File: src/rtl/dsi_seq_pkg.sv
package dsi_seq_pkg;
  typedef enum logic [1:0] {
    SQ_IDLE = 2'd0,
    SQ_INT1 = 2'd1,
    SQ_INT2 = 2'd2
  } sq_state_e;
endpackage

File: src/rtl/dsi_mraz_timer.sv
module dsi_mraz_timer #(
  parameter int unsigned MRAZ_CYC = 2901
) (
  input  logic clk_i,
  input  logic rst_ni,
  input  logic load_i,
  output logic busy_o
);
  localparam int unsigned CW = $clog2(MRAZ_CYC + 1);

  logic [CW-1:0] cnt_q;

  always_ff @(posedge clk_i or negedge rst_ni) begin
    if (!rst_ni)             cnt_q <= '0;
    else if (load_i)         cnt_q <= CW'(MRAZ_CYC);
    else if (cnt_q != '0)    cnt_q <= cnt_q - 1'b1;
  end

  assign busy_o = (cnt_q != '0);

  // a side never ends an integration while its own m/r/az runs
  p_no_reload_busy_r5: assert property (@(posedge clk_i) disable iff (!rst_ni)
    load_i |-> (cnt_q == '0));
endmodule

File: src/rtl/dsi_prep_timer.sv
module dsi_prep_timer #(
  parameter int unsigned PREP_CYC = 72
) (
  input  logic clk_i,
  input  logic rst_ni,
  input  logic busy_i,
  output logic ready_o
);
  localparam int unsigned CW = $clog2(PREP_CYC + 2);

  logic [CW-1:0] cnt_q;

  // reloaded while any m/r/az runs, counts out after the last one ends
  always_ff @(posedge clk_i or negedge rst_ni) begin
    if (!rst_ni)            cnt_q <= '0;
    else if (busy_i)        cnt_q <= CW'(PREP_CYC);
    else if (cnt_q != '0)   cnt_q <= cnt_q - 1'b1;
  end

  assign ready_o = !busy_i && (cnt_q == '0);
endmodule

File: src/rtl/dsi_dv_gen.sv
module dsi_dv_gen #(
  parameter int unsigned DV1_CYC = 1379,
  parameter int unsigned DV2_CYC = 1450
) (
  input  logic clk_i,
  input  logic rst_ni,
  input  logic start_i,
  output logic dvalid_no
);
  localparam int unsigned DMAX = (DV1_CYC > DV2_CYC) ? DV1_CYC : DV2_CYC;
  localparam int unsigned CW   = $clog2(DMAX + 1);

  typedef enum logic [1:0] {DV_OFF, DV_FIRST, DV_SECOND} dv_ph_e;

  dv_ph_e        ph_q;
  logic [CW-1:0] cnt_q;
  logic          hit;

  assign hit = (ph_q != DV_OFF) && (cnt_q == CW'(1)) && !start_i;

  always_ff @(posedge clk_i or negedge rst_ni) begin
    if (!rst_ni) begin
      ph_q      <= DV_OFF;
      cnt_q     <= '0;
      dvalid_no <= 1'b1;
    end else begin
      dvalid_no <= !hit;
      if (start_i) begin
        ph_q  <= DV_FIRST;
        cnt_q <= CW'(DV1_CYC);
      end else if (ph_q != DV_OFF) begin
        if (cnt_q == CW'(1)) begin
          if (ph_q == DV_FIRST) begin
            ph_q  <= DV_SECOND;
            cnt_q <= CW'(DV2_CYC);
          end else begin
            ph_q  <= DV_OFF;
          end
        end else begin
          cnt_q <= cnt_q - 1'b1;
        end
      end
    end
  end
endmodule

File: src/rtl/dsi_seq.sv
module dsi_seq
  import dsi_seq_pkg::*;
#(
  parameter int unsigned MRAZ_CYC = 2901,
  parameter int unsigned PREP_CYC = 72,
  parameter int unsigned DV1_CYC  = 1379,
  parameter int unsigned DV2_CYC  = 1450
) (
  input  logic clk_i,
  input  logic rst_ni,
  input  logic conv_i,
  input  logic cont_i,
  output logic side_o,
  output logic int_en_o,
  output logic mbsy_o,
  output logic dvalid_no
);
  localparam int unsigned NSIDE = 2;

  sq_state_e        st_q, st_d;
  logic             side_q, side_d;
  logic             conv_q, pend_q;
  logic             req, ok, fire, nside;
  logic [NSIDE-1:0] busy, end_v;
  logic             prep_ok, dv_start;

  for (genvar s = 0; s < NSIDE; s++) begin : g_side
    assign end_v[s] = fire && (st_q != SQ_IDLE) && (side_q == 1'(s));
    dsi_mraz_timer #(.MRAZ_CYC(MRAZ_CYC)) i_mraz (
      .clk_i  (clk_i),
      .rst_ni (rst_ni),
      .load_i (end_v[s]),
      .busy_o (busy[s])
    );
  end

  dsi_prep_timer #(.PREP_CYC(PREP_CYC)) i_prep (
    .clk_i   (clk_i),
    .rst_ni  (rst_ni),
    .busy_i  (|busy),
    .ready_o (prep_ok)
  );

  assign dv_start = fire && (st_q == SQ_INT1);

  dsi_dv_gen #(.DV1_CYC(DV1_CYC), .DV2_CYC(DV2_CYC)) i_dv (
    .clk_i     (clk_i),
    .rst_ni    (rst_ni),
    .start_i   (dv_start),
    .dvalid_no (dvalid_no)
  );

  assign req   = (conv_i != conv_q) || pend_q;
  // a pair restarts on the side that integrated last
  assign nside = (st_q == SQ_IDLE) ? side_q : !side_q;

  always_comb begin
    ok     = 1'b0;
    st_d   = st_q;
    side_d = side_q;
    unique case (st_q)
      SQ_IDLE: begin
        ok   = prep_ok;
        st_d = SQ_INT1;
        side_d = nside;
      end
      SQ_INT1: begin
        ok   = !busy[nside];
        st_d = SQ_INT2;
        side_d = nside;
      end
      SQ_INT2: begin
        if (cont_i) begin
          ok   = !busy[nside];
          st_d = SQ_INT1;
          side_d = nside;
        end else begin
          ok   = 1'b1;
          st_d = SQ_IDLE;
        end
      end
      default: begin
        ok   = 1'b1;
        st_d = SQ_IDLE;
      end
    endcase
  end

  assign fire = req && ok;

  always_ff @(posedge clk_i or negedge rst_ni) begin
    if (!rst_ni) begin
      st_q   <= SQ_IDLE;
      side_q <= 1'b0;
      conv_q <= 1'b0;
      pend_q <= 1'b0;
    end else begin
      conv_q <= conv_i;
      pend_q <= req && !fire;
      if (fire) begin
        st_q   <= st_d;
        side_q <= side_d;
      end
    end
  end

  assign side_o   = side_q;
  assign int_en_o = (st_q != SQ_IDLE);
  assign mbsy_o   = |busy;

  p_pair_gate_r3: assert property (@(posedge clk_i) disable iff (!rst_ni)
    $rose(int_en_o) |-> !$past(mbsy_o));

  p_end_busy_r4: assert property (@(posedge clk_i) disable iff (!rst_ni)
    $fell(int_en_o) |-> mbsy_o);

  p_pair_sides_r2: assert property (@(posedge clk_i) disable iff (!rst_ni)
    (st_q == SQ_INT2 && $past(st_q) == SQ_INT1) |-> (side_q != $past(side_q)));

  p_dv_in_mraz_r6: assert property (@(posedge clk_i) disable iff (!rst_ni)
    !dvalid_no |-> mbsy_o);
endmodule

File: config.mk
export PLATFORM = sky130hd
export DESIGN_NAME = dsi_seq
export DESIGN_NICKNAME = d
export VERILOG_FILES = /design/src/rtl/dsi_seq_pkg.sv /design/src/rtl/dsi_mraz_timer.sv /design/src/rtl/dsi_prep_timer.sv /design/src/rtl/dsi_dv_gen.sv /design/src/rtl/dsi_seq.sv
export SDC_FILE = /design/constraint.sdc
export NUM_CORES = 1
export LEC_CHECK = 0
export ABC_CLOCK_PERIOD_IN_PS = 3000
export BUFFER_PORTS_ARGS = -buffer_cell sky130_fd_sc_hd__buf_2
export CORE_ASPECT_RATIO = 0.8
export CORE_MARGIN = 4
export CORE_UTILIZATION = 62
export DETAILED_ROUTE_END_ITERATION = 12
export PLACE_DENSITY = 0.87
export SLEW_MARGIN = 20
export SYNTH_ARGS = -nofsm -noshare
export SYNTH_HDL_FRONTEND = slang
export SYNTH_SLANG_ARGS = --single-unit
File: constraint.sdc
create_clock -name clk_i -period 3 [get_ports clk_i]
set_clock_uncertainty 0.1 [all_clocks]
set_input_delay 0.6 -clock clk_i [delete_from_list [all_inputs] [get_ports clk_i]]
set_output_delay 0.6 -clock clk_i [all_outputs]
set_load 0.05 [all_outputs]
# Yosys cells after proc, flatten, opt, wreduce, memory -nomap -nowiden
# Index checks and enable logic that the tools add are counted.
[word_totals]
reg_bits = 50
word_cells = 80
output_inout_bits = 4
inputBits = 4
[classes]
addsub = 4
mux = 23
n_bitwise = 1
n_lt_le_gt_ge = 1
eq_ne = 7
reduce_logical = 34
[op_table]
columns = ["operator", "n"]
rows = [
  ["$mux W12", 4],
  ["$mux W11", 4],
  ["$reduce_bool A12 Y1", 2],
  ["$sub A12 B1 Y12 const B", 2],
  ["$reduce_bool A2 Y1", 8],
  ["$mux W7", 2],
  ["$eq A11 B1 Y1 const B", 1],
  ["$sub A11 B1 Y11 const B", 1],
  ["$logic_and A1 B1 Y1", 9],
  ["$mux W2", 4],
  ["$logic_not A7 Y1", 1],
  ["$reduce_bool A7 Y1", 1],
  ["$sub A7 B1 Y7 const B", 1],
  ["$logic_not A1 Y1", 6],
  ["$mux W1", 6],
  ["$pmux W2 S3", 1],
  ["$eq A2 B1 Y1 const B", 2],
  ["$reduce_and A2 Y1", 2],
  ["$reduce_or A2 Y1", 2],
  ["$ne A3 B2 Y1 const B", 1],
  ["$pmux W1 S3", 1],
  ["$reduce_and A3 Y1", 1],
  ["$eq A2 B2 Y1 const B", 1],
  ["$logic_not A2 Y1", 1],
  ["6 further kinds", 6],
]

# Depth between registers and ports, before layout
# Gate-level depths: netlist (run 1).
[logic_depth]
word_depth = 12
ltp_mapped = 9
depth_no_buf = 7

# Modules after synthesis
# A second synthesis (run 1) with hierarchy kept.
[hier_totals]
cells_unflattened = 293
area_unflattened_um2 = 2842.7
[modules_own_cells]
columns = ["mod", "cells_per_inst", "n_inst", "seq_area_each_um2", "area_per_inst_um2"]
rows = [
  ["dsi_mraz_timer", 67, 2, 300.3, 651.9],
  ["dsi_dv_gen", 87, 1, 351.6, 812.0],
  ["dsi_prep_timer", 38, 1, 175.2, 385.4],
  ["dsi_seq", 34, 1, 125.1, 341.6],
]

# Worst setup path before layout (run 1)
# Ideal clock, no wire load.
[synth_timing]
path_kind = "reg-to-output"
startpoint = "reg g_side[0].i_mraz.cnt_q[3]"
endpoint = "out mbsy_o"
path_buffers = 0
t_arrival_ns = 1.660
stages_incl_launch_ff = 4
path_slack_ns = 0.640
required_time_ns = 2.300
path_cell_list = "dfrtp_1 or4_4 nor3_4 nand4_2"
[synth_via]
elab_chain_cells = 2
[synth_lines]
columns = ["element", "line_no", "text"]
rows = [
  ["start, declared", "dsi_mraz_timer.sv:11", "logic [CW-1:0] cnt_q;"],
  ["start signal, assigned", "dsi_mraz_timer.sv:15", "else if (load_i) cnt_q <= CW'(MRAZ_CYC);"],
  ["start signal, assigned", "dsi_mraz_timer.sv:16", "else if (cnt_q != '0) cnt_q <= cnt_q - 1'b1;"],
  ["$reduce_bool A12 Y1", "dsi_mraz_timer.sv:19", "assign busy_o = (cnt_q != '0);"],
  ["$reduce_or A2 Y1", "dsi_seq.sv:109", "assign mbsy_o = |busy;"],
  ["end, declared", "dsi_seq.sv:15", "output logic mbsy_o,"],
]
# No other way between the ends.

# Final worst setup path (run 1)
# Ends and elaborated chain as after synthesis.

==> impl_metrics.tcl, run 1 <==
set metrics [dict create \
    ys_warn_count 0 \
    antenna_cells 0 \
    rows 21 \
    syn_area_um2 2850 \
    area_growth_pct 6.80 \
    vias 2138 \
    grt_use_total 0.208 \
    htreeDepth 2 \
    syn_nets 299 \
    crit_buf_inv 1 \
    cts_root_buf "clkbuf_8" \
    syn_inst 289 \
    internal_power_w 0.000967 \
    p_comb_frac 0.096 \
    cts_resized 0 \
    die_h_um 68.6 \
    antenna_left 0 \
    rsz0062_at_grt "no" \
    swShare 0.272 \
    p_clk_frac 0.318 \
    drtPass1Iterations 4 \
    outcome "complete, no violations" \
    synth_cell_type_count 64 \
    post-cts-setup-buffers 0 \
    cp_slowest_cell "or4_4" \
    path_cells "or4_4 -> nor3_4 -> nand4_2 -> buf_2" \
    final_cell_mix "dfrtp_1 (49), nand2_1 (27), nor2_1 (26)" \
    worstSetupPathType "register to output port" \
    async_flop_share 1.00 \
    period_share 0.952 \
    core_um2 4310 \
    grt_pass1_vias 2095 \
    endpoint_kind "output port" \
    drc 0 \
    nNetsFinal 309 \
    finalWirelength_um 5480 \
    worstMarginPinSlew_ns 0.602 \
    drive_gt1_frac 0.137 \
    wl_per_cell_um 15.4 \
    floorplan.die.width_um 83.8 \
    grt_overflow 0 \
    cts_tree "yes" \
    synth-edff-count 0 \
    ir_drop_mv 0.280 \
    max_freq_ghz 0.350 \
    fin_area_um2 3040 \
    tns_ns 0 \
    ys_seq_area_frac 0.439 \
    fin_crit_ns 2.86 \
    synth-main-ff-cell "dfrtp_1" \
    start_util 0.661 \
    ctsHoldBuffers 0 \
    finalHoldViolCount 0 \
    clk_path_buf_depth 2 \
    clkTransAtPathRegs_ns 0.10 \
    cellPowerDensity_nw_per_um2 436 \
    cts_buffers 5 \
    relSlewSlack 0.595 \
    p_sw_w 0.000361 \
    dp_hpwl_um 3750 \
    cap_violations 0 \
    ys_seq_elements 50 \
    arrival_ns 2.16 \
    grt_first_pass_wirelength_um 9560 \
    cpPeakStageDelay_ns 0.60 \
    slew_violations 0 \
    clkSinkCount 50 \
    worstSetupStartpointType "register" \
    hold_path.class "input pin to async pin" \
    drt_iter0_drc 198 \
    portBuffers 7 \
    cellLeakagePower_nw 1.23 \
    p_seq_frac 0.586 \
    place_congestion 0.833 \
    hold_slack_ns 0.136 \
    critPathTopFamily "simple AND/OR/NAND/NOR gates" \
    cp_max_fo 8 \
    grt_max_degree 31 \
    clock_latency_ns 0.31 \
    fill_cells 321 \
    dieArea_um2 5750 \
    final_common_cell "dfrtp_1" \
    pin_count 8 \
    avgSynthCellArea_um2 9.86 \
    viasPerCell 5.99 \
    required_ns 2.30 \
    antenna_found_initial 0 \
    postPlaceCellArea_um2 2940 \
    setup_viol 0 \
]
## worst register-to-register path: cells and delay by family (launching register included)
family / cells / cell delay [ns]
flip-flops: 1 / 0.43
buffers and inverters: 1 / 0.07
AND/OR/NAND/NOR: 4 / 1.36
adder cells (fa/ha/maj): 1 / 0.30
AO/OA/AOI/OAI: 1 / 0.22
## power by group through the flow
stage | Clock (W) | Sequential, W | Combinational [W]
detailed placement | 0 | 0.000786 | 0.000123
finish | 0.000422 | 0.000778 | 0.000127
global placement | 0 | 0.000784 | 0.000118
CTS | 0.000429 | 0.000773 | 0.000127
floorplan | 0 | 0.000773 | 0.0000907
global route | 0.000463 | 0.000784 | 0.000144
## synthesized netlist by cell type (8+ instances only)
library cell | n | area share
dfrtp_1 | 49 | 0.43
nand2_1 | 27 | 0.036
nor2_1 | 26 | 0.034
inv_1 | 14 | 0.018
a21oi_1 | 12 | 0.021
nand3_1 | 11 | 0.019
and2_1 | 10 | 0.022
xnor2_1 | 10 | 0.031
nand2b_1 | 9 | 0.020
nor3_1 | 9 | 0.016
nor4_1 | 8 | 0.018
## stage by stage
| stage | utilization | setup slack, ns | power [W] | cells |
|---|---|---|---|---|
| floorplan | - | 0.640 | 0.000864 | 289 |
| global placement | 0.682 | 0.437 | 0.000901 | 349 |
| detailed placement | 0.682 | 0.288 | 0.000909 | 349 |
| CTS | 0.705 | 0.120 | 0.00133 | 357 |
| global route | 0.706 | 0.0210 | 0.00139 | 357 |
| finish | 0.706 | 0.145 | 0.00133 | 357 |
## final timing paths
| path | from | end | slack, ns | depth (start not counted) |
|---|---|---|---|---|
| hold / removal | rst_ni | g_side[1].i_mraz.cnt_q[2] | 0.14 | 1 |
| setup reg to reg | g_side[1].i_mraz.cnt_q[0] | g_side[0].i_mraz.cnt_q[3] | 0.42 | 7 |
| hold reg to reg | i_dv.cnt_q[10] | i_dv.cnt_q[10] | 0.43 | 1 |
| max in group asynchronous | rst_ni | i_dv.dvalid_no | 1.88 | 2 |
| min in group clk_i | conv_i | conv_q | 0.32 | 1 |
| setup / recovery | g_side[0].i_mraz.cnt_q[3] | mbsy_o | 0.14 | 4 |
## cell type report
class                   count  area (µm²)  area share
multi-input cells         219        1520       0.499
flip-flops and latches     50        1250       0.411
clock buffers               6        82.6      0.0271
well taps                  57        71.3      0.0234
inverters                  14        52.6      0.0173
repair buffers              9        50.0      0.0164
clock inverters             2        16.3     0.00534
## sequential cells by signal (all words and copies together) (netlist names)
| register | flops |
|---|---|
| i_prep.cnt_q | 7 |
| conv_q | 1 |
| i_dv.cnt_q | 11 |
| st_q | 2 |
| pend_q | 1 |
| i_dv.dvalid_no | 1 |
| g_side.i_mraz.cnt_q | 24 |
| side_o | 1 |
| i_dv.ph_q | 2 |
## layer usage
metal,wire [µm],share of wire,track usage,vias up
met1,2700,0.49,0.281,1024
met2,2560,0.47,0.342,43
met5,0,0,0,-
li1,-,-,-,1068
met4,22,0.0040,0.0743,0
met3,203,0.037,0.0392,3
## cell families (layout without fill, tap and decap cells)
group / after synthesis / after routing / synth area share
AOI/OAI and AO/OA: 49 / 49 / 0.126
adders and majority gates: 6 / 6 / 0.0263
and+or+nand+nor: 140 / 140 / 0.297
DFF: 50 / 50 / 0.439
muxes: 11 / 11 / 0.0408
xor gates and xnor gates: 13 / 13 / 0.0399
buffers and inverters: 20 / 31 / 0.0299
Power figures use the tool's default switching activity.
==> run 2, diff against run 1 <==
--- a/config.mk
+++ b/config.mk
@@ -11,7 +11,7 @@
 export CORE_MARGIN = 4
 export CORE_UTILIZATION = 62
 export DETAILED_ROUTE_END_ITERATION = 12
-export PLACE_DENSITY = 0.87
+export PLACE_DENSITY = 0.79
 export SLEW_MARGIN = 20
 export SYNTH_ARGS = -nofsm -noshare
 export SYNTH_HDL_FRONTEND = slang
==> impl_metrics.tcl, run 2 (same netlist as run 1, synthesis figures left out) <==
set metrics [dict create \
    outcome "complete, no violations" \
    p_seq_frac 0.585 \
    worstSetupStartpointType "register" \
    p_clk_frac 0.323 \
    htreeDepth 2 \
    tns_ns 0 \
    clk_path_buf_depth 2 \
    drtPass1Iterations 4 \
    rr_worst_depth 7 \
    rr_endpoint "st_q[1]" \
    cellLeakagePower_nw 1.25 \
    cts_root_buf "clkbuf_8" \
    cp_max_fo 8 \
    grt_pass1_vias 1987 \
    relSlewSlack 0.575 \
    rows 21 \
    largest_reg_flops 24 \
    cellPowerDensity_nw_per_um2 434 \
    wl_per_cell_um 14.5 \
    met2_length_um 2280 \
    p_comb_frac 0.092 \
    portBuffers 7 \
    rsz0062_at_grt "no" \
    nNetsFinal 311 \
    clkTransAtPathRegs_ns 0.10 \
    dp_hpwl_um 3650 \
    arrival_ns 2.13 \
    drc 0 \
    floorplan.die.width_um 83.8 \
    antenna_cells 0 \
    p_sw_w 0.000363 \
    fill_cells 332 \
    vias 2087 \
    reg2reg_slack_ns 0.45 \
    antenna_found_initial 0 \
    pin_count 8 \
    worstMarginPinSlew_ns 0.631 \
    start_util 0.661 \
    slew_violations 0 \
    required_ns 2.30 \
    period_share 0.944 \
    final_cell_mix "dfrtp_1 (49), nand2_1 (27), nor2_1 (26)" \
    swShare 0.273 \
    place_congestion 0.805 \
    hold_path.class "input pin to async pin" \
    finalWirelength_um 5200 \
    fin_crit_ns 2.83 \
    cts_tree "yes" \
    drive_gt1_frac 0.142 \
    grt_overflow 0 \
    setup_viol 0 \
    drt_iter0_drc 114 \
    internal_power_w 0.000967 \
    crit_start "g_side[0].i_mraz.cnt_q[3]" \
    hold_slack_ns 0.189 \
    max_freq_ghz 0.353 \
    final_common_cell "dfrtp_1" \
    grt_use_total 0.203 \
    wl_met3_um 137 \
    clock_latency_ns 0.31 \
    endpoint_kind "output port" \
    area_growth_pct 7.64 \
    die_h_um 68.6 \
    wl_met1_um 2730 \
    largest-register "g_side.i_mraz.cnt_q" \
    dieArea_um2 5750 \
    largest_registers "g_side.i_mraz.cnt_q (24), i_dv.cnt_q (11), i_prep.cnt_q (7)" \
    post-cts-setup-buffers 0 \
    cp_slowest_cell "or4_4" \
    worstSetupPathType "register to output port" \
    clkSinkCount 50 \
    viasPerCell 5.81 \
    cap_violations 0 \
    finalHoldViolCount 0 \
    grt_first_pass_wirelength_um 9310 \
    path_cells "or4_4 -> nor3_4 -> nand4_4 -> buf_2" \
    antenna_left 0 \
    crit_end "mbsy_o" \
    cts_buffers 5 \
    routed.top_layer "met4" \
    cpPeakStageDelay_ns 0.61 \
    core_um2 4310 \
    worstReg2RegStart "g_side[1].i_mraz.cnt_q[0]" \
    ir_drop_mv 0.271 \
    grt_max_degree 29 \
]
[run 2: cell count changes in the layout (fill, tap and decap cells not counted)]
cell,delta
nand4_4,+1
buf_4,+2
nand4_2,-1
[run 2: final cells by class]
type                            instances  area (µm²)  share of cell area
Multi-Input combinational cell        219        1530               0.498
Clock buffer                            6        82.6              0.0269
Sequential cell                        50        1250               0.408
Timing Repair Buffer                   11        65.1              0.0212
Clock inverter                          2        16.3             0.00530
Inverter                               14        52.6              0.0171
Tap cell                               57        71.3              0.0232
[run 2: power groups by stage]
stage / clock network (W) / logic, W / registers [W]
finish: 0.000430 / 0.000123 / 0.000778
global route: 0.000472 / 0.000143 / 0.000784
CTS: 0.000441 / 0.000122 / 0.000773
detailed placement: 0 / 0.000121 / 0.000786
global placement: 0 / 0.000120 / 0.000785
floorplan: 0 / 0.0000907 / 0.000773
[run 2: how the worst min path moves through the flow]
stage	start	to	slack (ns)	depth (start not counted)
floorplan	rst_ni	conv_q	0.20	0
global placement	i_dv.cnt_q[10]	i_dv.cnt_q[10]	0.42	1
detailed placement	i_dv.cnt_q[10]	i_dv.cnt_q[10]	0.42	1
CTS	rst_ni	g_side[1].i_mraz.cnt_q[10]	0.21	1
global route	rst_ni	st_q[0]	0.24	1
finish	rst_ni	g_side[1].i_mraz.cnt_q[10]	0.19	1
[run 2: worst max-delay path: cells and delay by family (launching register included)]
family        cells  cell delay (ns)
simple gates      3             1.09
flops             1             0.48
buf+inv           1             0.27
[run 2: timing repair]
item / CTS / global route
hold buffers: 0 / 0
resized for setup: 0 / 2
setup endpoints to repair: 0 / 1
endpoints found under the hold margin: 0 / 0
[run 2: metal layers]
metal	up-vias	track usage
met4	0	0.0703
met3	6	0.0416
met5	-	0
met2	20	0.321
met1	987	0.282
li1	1074	-
[run 2: through the flow]
step           instance area, µm²  cells  utilization  worst slack, ns  total power [W]
6_report                     3070    359        0.712            0.167          0.00133
5_1_grt                      3070    359        0.712           0.0588          0.00140
4_1_cts                      3050    359        0.708           0.0907          0.00134
3_5_place_dp                 2950    351        0.686            0.429         0.000907
3_3_place_gp                 2950    351        0.686            0.483         0.000905
2_1_floorplan                2850    289            -            0.640         0.000864
